==> src/rtl/qpos_pkg.sv <==
package qpos_pkg;

    localparam int CNT_W  = 32;
    localparam int CTL_W  = 16;
    localparam int MODE_HI = 15;
    localparam int MODE_LO = 14;
    localparam int RATE_BIT = 11;

    typedef enum logic [1:0] {
        SRC_QUAD = 2'd0,
        SRC_DIR  = 2'd1,
        SRC_UP   = 2'd2,
        SRC_DOWN = 2'd3
    } src_mode_e;

    typedef enum logic [1:0] {
        RA_COUNT = 2'd0,
        RA_LIMIT = 2'd1,
        RA_DECODE = 2'd2,
        RA_ENABLE = 2'd3
    } reg_addr_e;

    typedef struct packed {
        logic up;
        logic dn;
        logic bad;
    } step_t;

    typedef struct packed {
        logic a;
        logic b;
    } ab_t;

    // Direction of a legal single-input quadrature move: up when A leads.
    function automatic logic quad_is_up(input ab_t prev, input ab_t cur);
        return cur.a ^ prev.b;
    endfunction

    function automatic logic [CTL_W-1:0] pack_decode(input src_mode_e m, input logic rate);
        logic [CTL_W-1:0] v;
        v = '0;
        v[MODE_HI:MODE_LO] = m;
        v[RATE_BIT] = rate;
        return v;
    endfunction

endpackage

==> src/rtl/qpos_sync.sv <==
module qpos_sync #(
    parameter int CH = 2,
    parameter int STAGES = 2
) (
    input  logic          clk,
    input  logic          rst,
    input  logic [CH-1:0] raw,
    output logic [CH-1:0] cur,
    output logic [CH-1:0] prev
);
    for (genvar c = 0; c < CH; c++) begin : g_ch
        logic [STAGES-1:0] chain;
        logic              last;
        always_ff @(posedge clk) begin
            if (rst) begin
                chain <= '0;
                last  <= 1'b0;
            end else begin
                chain <= {chain[STAGES-2:0], raw[c]};
                last  <= chain[STAGES-1];
            end
        end
        assign cur[c]  = chain[STAGES-1];
        assign prev[c] = last;
    end
endmodule

==> src/rtl/qpos_decode.sv <==
module qpos_decode
    import qpos_pkg::*;
(
    input  logic      clk,
    input  logic      rst,
    input  src_mode_e mode,
    input  logic      rate_both,
    input  ab_t       prev,
    input  ab_t       cur,
    output step_t     step
);
    logic a_edge, b_edge, a_rise;

    assign a_edge = cur.a ^ prev.a;
    assign b_edge = cur.b ^ prev.b;
    assign a_rise = cur.a & ~prev.a;

    always_comb begin
        step = '0;
        unique case (mode)
            SRC_QUAD: begin
                if (a_edge && b_edge) begin
                    step.bad = 1'b1;
                end else if (a_edge || b_edge) begin
                    step.up = quad_is_up(prev, cur);
                    step.dn = ~quad_is_up(prev, cur);
                end
            end
            SRC_DIR: begin
                if (a_rise) begin
                    step.up = cur.b;
                    step.dn = ~cur.b;
                end
            end
            SRC_UP:   step.up = rate_both ? a_edge : a_rise;
            SRC_DOWN: step.dn = rate_both ? a_edge : a_rise;
            default:  step = '0;
        endcase
    end

    p_one_dir_r4: assert property (@(posedge clk) disable iff (rst)
        $countones({step.up, step.dn}) <= 1);

    p_b_ignored_r7: assert property (@(posedge clk) disable iff (rst)
        ((mode == SRC_UP || mode == SRC_DOWN) && !a_edge) |-> !(step.up || step.dn));

    p_dir_needs_rise_r6: assert property (@(posedge clk) disable iff (rst)
        (mode == SRC_DIR && !a_rise) |-> !(step.up || step.dn));
endmodule

==> src/rtl/qpos_count.sv <==
module qpos_count #(
    parameter int W = 32
) (
    input  logic         clk,
    input  logic         rst,
    input  logic         en,
    input  logic         up,
    input  logic         dn,
    input  logic         load,
    input  logic [W-1:0] load_val,
    input  logic [W-1:0] limit,
    output logic [W-1:0] count
);
    logic [W-1:0] nxt;

    always_comb begin
        nxt = count;
        if (load)
            nxt = load_val;
        else if (en && up)
            nxt = (count >= limit) ? '0 : count + 1'b1;
        else if (en && dn)
            nxt = (count == '0) ? limit : count - 1'b1;
    end

    always_ff @(posedge clk) begin
        if (rst) count <= '0;
        else     count <= nxt;
    end

    p_hold_when_off_r3: assert property (@(posedge clk) disable iff (rst)
        (!en && !load) |=> $stable(count));

    p_wrap_up_r8: assert property (@(posedge clk) disable iff (rst)
        (!load && en && up && count >= limit) |=> count == '0);

    p_wrap_dn_r8: assert property (@(posedge clk) disable iff (rst)
        (!load && en && dn && !up && count == '0) |=> count == $past(limit));

    p_load_wins_r10: assert property (@(posedge clk) disable iff (rst)
        load |=> count == $past(load_val));
endmodule

==> src/rtl/qpos_counter.sv <==
module qpos_counter
    import qpos_pkg::*;
#(
    parameter int W = CNT_W
) (
    input  logic         clk,
    input  logic         rst,
    input  logic         enc_a,
    input  logic         enc_b,
    input  logic         wr_en,
    input  logic [1:0]   addr,
    input  logic [W-1:0] wr_data,
    output logic [W-1:0] rd_data,
    output logic [W-1:0] pos_count,
    output logic         phase_err
);
    logic [1:0]   s_cur, s_prev;
    ab_t          ab_cur, ab_prev;
    step_t        step;
    src_mode_e    mode_q;
    logic         rate_q;
    logic         en_q;
    logic         perr_q;
    logic [W-1:0] limit_q;
    logic         load_cnt;
    logic         clr_perr;

    qpos_sync #(.CH(2), .STAGES(2)) u_sync (
        .clk  (clk),
        .rst  (rst),
        .raw  ({enc_a, enc_b}),
        .cur  (s_cur),
        .prev (s_prev)
    );

    assign ab_cur  = ab_t'(s_cur);
    assign ab_prev = ab_t'(s_prev);

    qpos_decode u_dec (
        .clk       (clk),
        .rst       (rst),
        .mode      (mode_q),
        .rate_both (rate_q),
        .prev      (ab_prev),
        .cur       (ab_cur),
        .step      (step)
    );

    assign load_cnt = wr_en && (addr == RA_COUNT);
    assign clr_perr = wr_en && (addr == RA_ENABLE) && wr_data[1];

    always_ff @(posedge clk) begin
        if (rst) begin
            mode_q  <= SRC_QUAD;
            rate_q  <= 1'b0;
            en_q    <= 1'b0;
            limit_q <= '1;
        end else if (wr_en) begin
            unique case (addr)
                RA_LIMIT:  limit_q <= wr_data;
                RA_DECODE: begin
                    mode_q <= src_mode_e'(wr_data[MODE_HI:MODE_LO]);
                    rate_q <= wr_data[RATE_BIT];
                end
                RA_ENABLE: en_q <= wr_data[0];
                default: ;
            endcase
        end
    end

    always_ff @(posedge clk) begin
        if (rst)           perr_q <= 1'b0;
        else if (step.bad) perr_q <= 1'b1;
        else if (clr_perr) perr_q <= 1'b0;
    end

    qpos_count #(.W(W)) u_cnt (
        .clk      (clk),
        .rst      (rst),
        .en       (en_q),
        .up       (step.up),
        .dn       (step.dn),
        .load     (load_cnt),
        .load_val (wr_data),
        .limit    (limit_q),
        .count    (pos_count)
    );

    always_comb begin
        rd_data = '0;
        unique case (addr)
            RA_COUNT:  rd_data = pos_count;
            RA_LIMIT:  rd_data = limit_q;
            RA_DECODE: rd_data[CTL_W-1:0] = pack_decode(mode_q, rate_q);
            RA_ENABLE: rd_data[1:0] = {perr_q, en_q};
            default:   rd_data = '0;
        endcase
    end

    assign phase_err = perr_q;

    p_perr_sticky_r5: assert property (@(posedge clk) disable iff (rst)
        (perr_q && !clr_perr) |=> perr_q);

    p_perr_set_r5: assert property (@(posedge clk) disable iff (rst)
        step.bad |=> perr_q);

    p_bad_no_step_r5: assert property (@(posedge clk) disable iff (rst)
        step.bad |-> !(step.up || step.dn));
endmodule

==> config.mk <==
export PLATFORM = sky130hd
export DESIGN_NAME = qpos_counter
export DESIGN_NICKNAME = d
export VERILOG_FILES = /design/src/rtl/qpos_pkg.sv /design/src/rtl/qpos_sync.sv /design/src/rtl/qpos_decode.sv /design/src/rtl/qpos_count.sv /design/src/rtl/qpos_counter.sv
export SDC_FILE = /design/constraint.sdc
export NUM_CORES = 1
export LEC_CHECK = 0
export CAP_MARGIN = 10
export CORE_ASPECT_RATIO = 0.8
export CORE_UTILIZATION = 50
export CTS_BUF_LIST = sky130_fd_sc_hd__clkbuf_8
export CTS_CLUSTER_DIAMETER = 120
export DETAILED_ROUTE_END_ITERATION = 6
export PLACE_DENSITY = 0.8
export SLEW_MARGIN = 20
export SYNTH_ARGS = -nofsm -noshare
export SYNTH_HDL_FRONTEND = slang
export SYNTH_HIERARCHICAL = 1
export SYNTH_SLANG_ARGS = --single-unit
==> constraint.sdc <==
create_clock -name clk -period 4.11 [get_ports clk]
set_input_delay 0.822 -clock clk [delete_from_list [all_inputs] [get_ports clk]]
set_output_delay 0.822 -clock clk [all_outputs]
set_load 0.05 [all_outputs]
==> impl_metrics.ini <==
[global_routing]
gr-total-overflow = 0
grt_pass1_vias = 6115
grt_usage = 0.284
grt_max_degree = 95
antenna_found_initial = 0
grt_pass1_wl_mm = 30.8

[floorplanning]
initial_core_util = 0.525
die_w_um = 130
pin_count = 104
fp.dieH_um = 104
fp.dieArea_mm2 = 0.0135
rows = 36
core_mm2 = 0.0124

[finish]
final_cell_area_mm2 = 0.00801
multi_input_area_mm2 = 0.00441
layout-drive-gt1-share = 0.0957
num-fill-cells = 1097
syn_to_final_growth_pct = 22.8
num_antenna_cells = 0
nets = 1010
regArea_mm2 = 0.00150

[route]
dr_total_vias = 6598
ant_nets = 0
firstDrtPassIters = 5
drt_iter0_markers = 671
vias_per_cell = 5.94
drc = 0
wl_mm = 18.9
wire_per_inst_um = 17.0

[worst_setup_path]
path_buf_inv = 0
start_kind = flop
critPathSlowestCell = or4b_4
r2r_setup_slack_ns = 0.71
crit_end = u_cnt/count[11]
crit_chain = or4_4 > or4_4 > or4b_4 > nor2_1 > a21oi_1 > a221oi_1 > o22ai_1
r2r_end = u_cnt/count[11]
arrival_ns = 3.61
critPathKind = reg -> reg
cp-end-kind = flop
critPathMaxStageDelay_ns = 0.78
cp_common_cell = or4_4
cp.required_ns = 4.32
timing.rr.start = u_cnt/count[3]
crit_family = simple AND/OR/NAND/NOR gates
cp_num_cells = 7
reg2regPathDepth = 7
crit_start = u_cnt/count[3]
critPathMaxFanout = 39

[power]
totalPowerFinal_mw = 2.36
leakage_nw = 3.49
powerDensity_mw_per_mm2 = 294
peakVddDrop_mv = 0.174

[yosys]
synthTopCellsByArea = dfxtp_1 23%, mux2i_1 11%, nor2_1 9.8%
synth_commonest_cells = 171 x nor2_1, 75 x dfxtp_1, 71 x a21oi_1
synthesis.nets = 953
synth_edf_count = 0
synth_top_area_cell = dfxtp_1
synth_top_area_share = 0.230
netlist_instances = 878
ys_types = 63
syn_area_per_cell_um2 = 7.43
synth_top_flop_cell = dfxtp_1
yosysMostFrequentCell = nor2_1
synth_seq_area_share = 0.230
yosys_warnings = 6
ys_seq_elements = 75
synth-async-reset-ratio = 0
netlist_area_mm2 = 0.00653

[cts]
cts_buffer_depth = 2
clk-insertion-delay-late_ns = 0.37
cts_tree = built
cts.reportedPaths.clkPinSlew_ns = 0.08
cts_hold_buf = 0
cts_sinks = 75
cts_buffers = 9
cts_root_buf = clkbuf_8
ctsResizeCount = 0
postCtsSetupBuffers = 0
htreeDepth = 3

[timing]
finalClockSkew_ns = 0.0125
rsz0062_at_grt = false
fin_crit_ns = 3.40
max_freq_ghz = 0.294
drv_slew = 0
max-slew-margin-rel = 0.367
tightest_slew_ns = 0.950
final_hold_viol_count = 0
tns_ns = 0
finalSetupViolCount = 0
finalCritPeriodShare = 0.826
setup_slack_ns = 0.713

[placement]
dp_hpwl_mm = 13.4
place_area_mm2 = 0.00778
place_ws_ns = 0.835
gp_congestion = 0.888
portBuffers = 103

[min_path]
hold_path_class = reg -> reg

[outcome]
status = completed

[flow_run]
cap_violations = 0
[report_power, final]
group	leakage, nW	switching (mW)	total [mW]	internal, mW
clock	0.114	0.306	0.666	0.360
combinational	2.76	0.496	0.867	0.371
sequential	0.612	0.0654	0.823	0.758
total	3.49	0.868	2.36	1.49
[metal layers]
layer  global-route usage  vias to the layer above  share of wire  wire (um)
li1                     -                     3190              -          -
met1                0.409                     3035           0.46       8680
met2                0.421                      334           0.43       8100
met3               0.0530                       39          0.093       1760
met4               0.0955                        0          0.021        396
met5                    0                        -              0          0
[flip-flops by register name, summed over array words and instances, names as in the netlist]
signal and count:
mode_q 2, u_sync/g_ch.chain 4, u_cnt/count 32, phase_err 1, u_sync/g_ch.last 2, en_q 1
rate_q 1, limit_q 32
[layout by cell type, fill, tap and decap left out, types with 4 or more instances in the layout]
| cell | instances |
|---|---|
| nor4_1 | 11 |
| a221oi_1 | 16 |
| nand4_1 | 15 |
| a211oi_1 | 12 |
| mux2i_1 | 70 |
| clkbuf_8 | 10 |
| or3_1 | 5 |
| nand3_1 | 24 |
| ha_1 | 36 |
| nor2_1 | 170 |
| o21ai_0 | 13 |
| nand2b_1 | 16 |
| xor2_1 | 18 |
| clkdlybuf4s50_1 | 69 |
| o2bb2ai_1 | 6 |
| xnor2_1 | 31 |
| nand2_1 | 33 |
| or4_4 | 4 |
| a21oi_1 | 71 |
| a31oi_1 | 12 |
| buf_12 | 29 |
| nor3_1 | 31 |
| inv_1 | 53 |
| and4_1 | 9 |
| a21o_1 | 6 |
| buf_4 | 25 |
| dfxtp_1 | 75 |
| nor2b_1 | 8 |
| o211ai_1 | 5 |
[layout make-up]
cell class                 instances  area share
multi-input combinational        673       0.550
sequential                        75       0.187
timing repair buffer             124       0.183
tap                              171      0.0267
inverter                          52      0.0244
clock buffer                      10      0.0172
clock inverter                     6      0.0111
[through the flow]
stage,hold WS (ns),util,instances
2_1_floorplan,0.414,-,878
3_3_place_gp,0.422,0.626,1095
3_5_place_dp,0.439,0.626,1095
4_1_cts,0.457,0.644,1111
5_1_grt,0.473,0.644,1111
6_report,0.447,0.644,1111
[logic make-up after synthesis]
kind of cell    count (synthesis)  synth area share
compound gates                168             0.168
xor+xnor                       50            0.0692
fa+ha+maj                      36            0.0690
buf+inv                       130            0.0965
flops                          75             0.230
mux                            71             0.110
simple gates                  348             0.257
[worst min-delay path by stage]
stage / from / end / slack (ns) / cells past startpoint
2_1_floorplan: u_sync/g_ch[0].chain[0] / u_sync/g_ch[0].chain[1] / 0.41 / 1
3_3_place_gp: u_sync/g_ch[0].chain[0] / u_sync/g_ch[0].chain[1] / 0.42 / 1
3_5_place_dp: u_sync/g_ch[0].chain[0] / u_sync/g_ch[0].chain[1] / 0.44 / 1
4_1_cts: u_sync/g_ch[0].chain[0] / u_sync/g_ch[0].chain[1] / 0.46 / 1
5_1_grt: u_sync/g_ch[1].chain[0] / u_sync/g_ch[1].chain[1] / 0.47 / 1
6_report: u_sync/g_ch[0].chain[0] / u_sync/g_ch[0].chain[1] / 0.45 / 1
No activity file was read; power rests on OpenSTA's default activity.
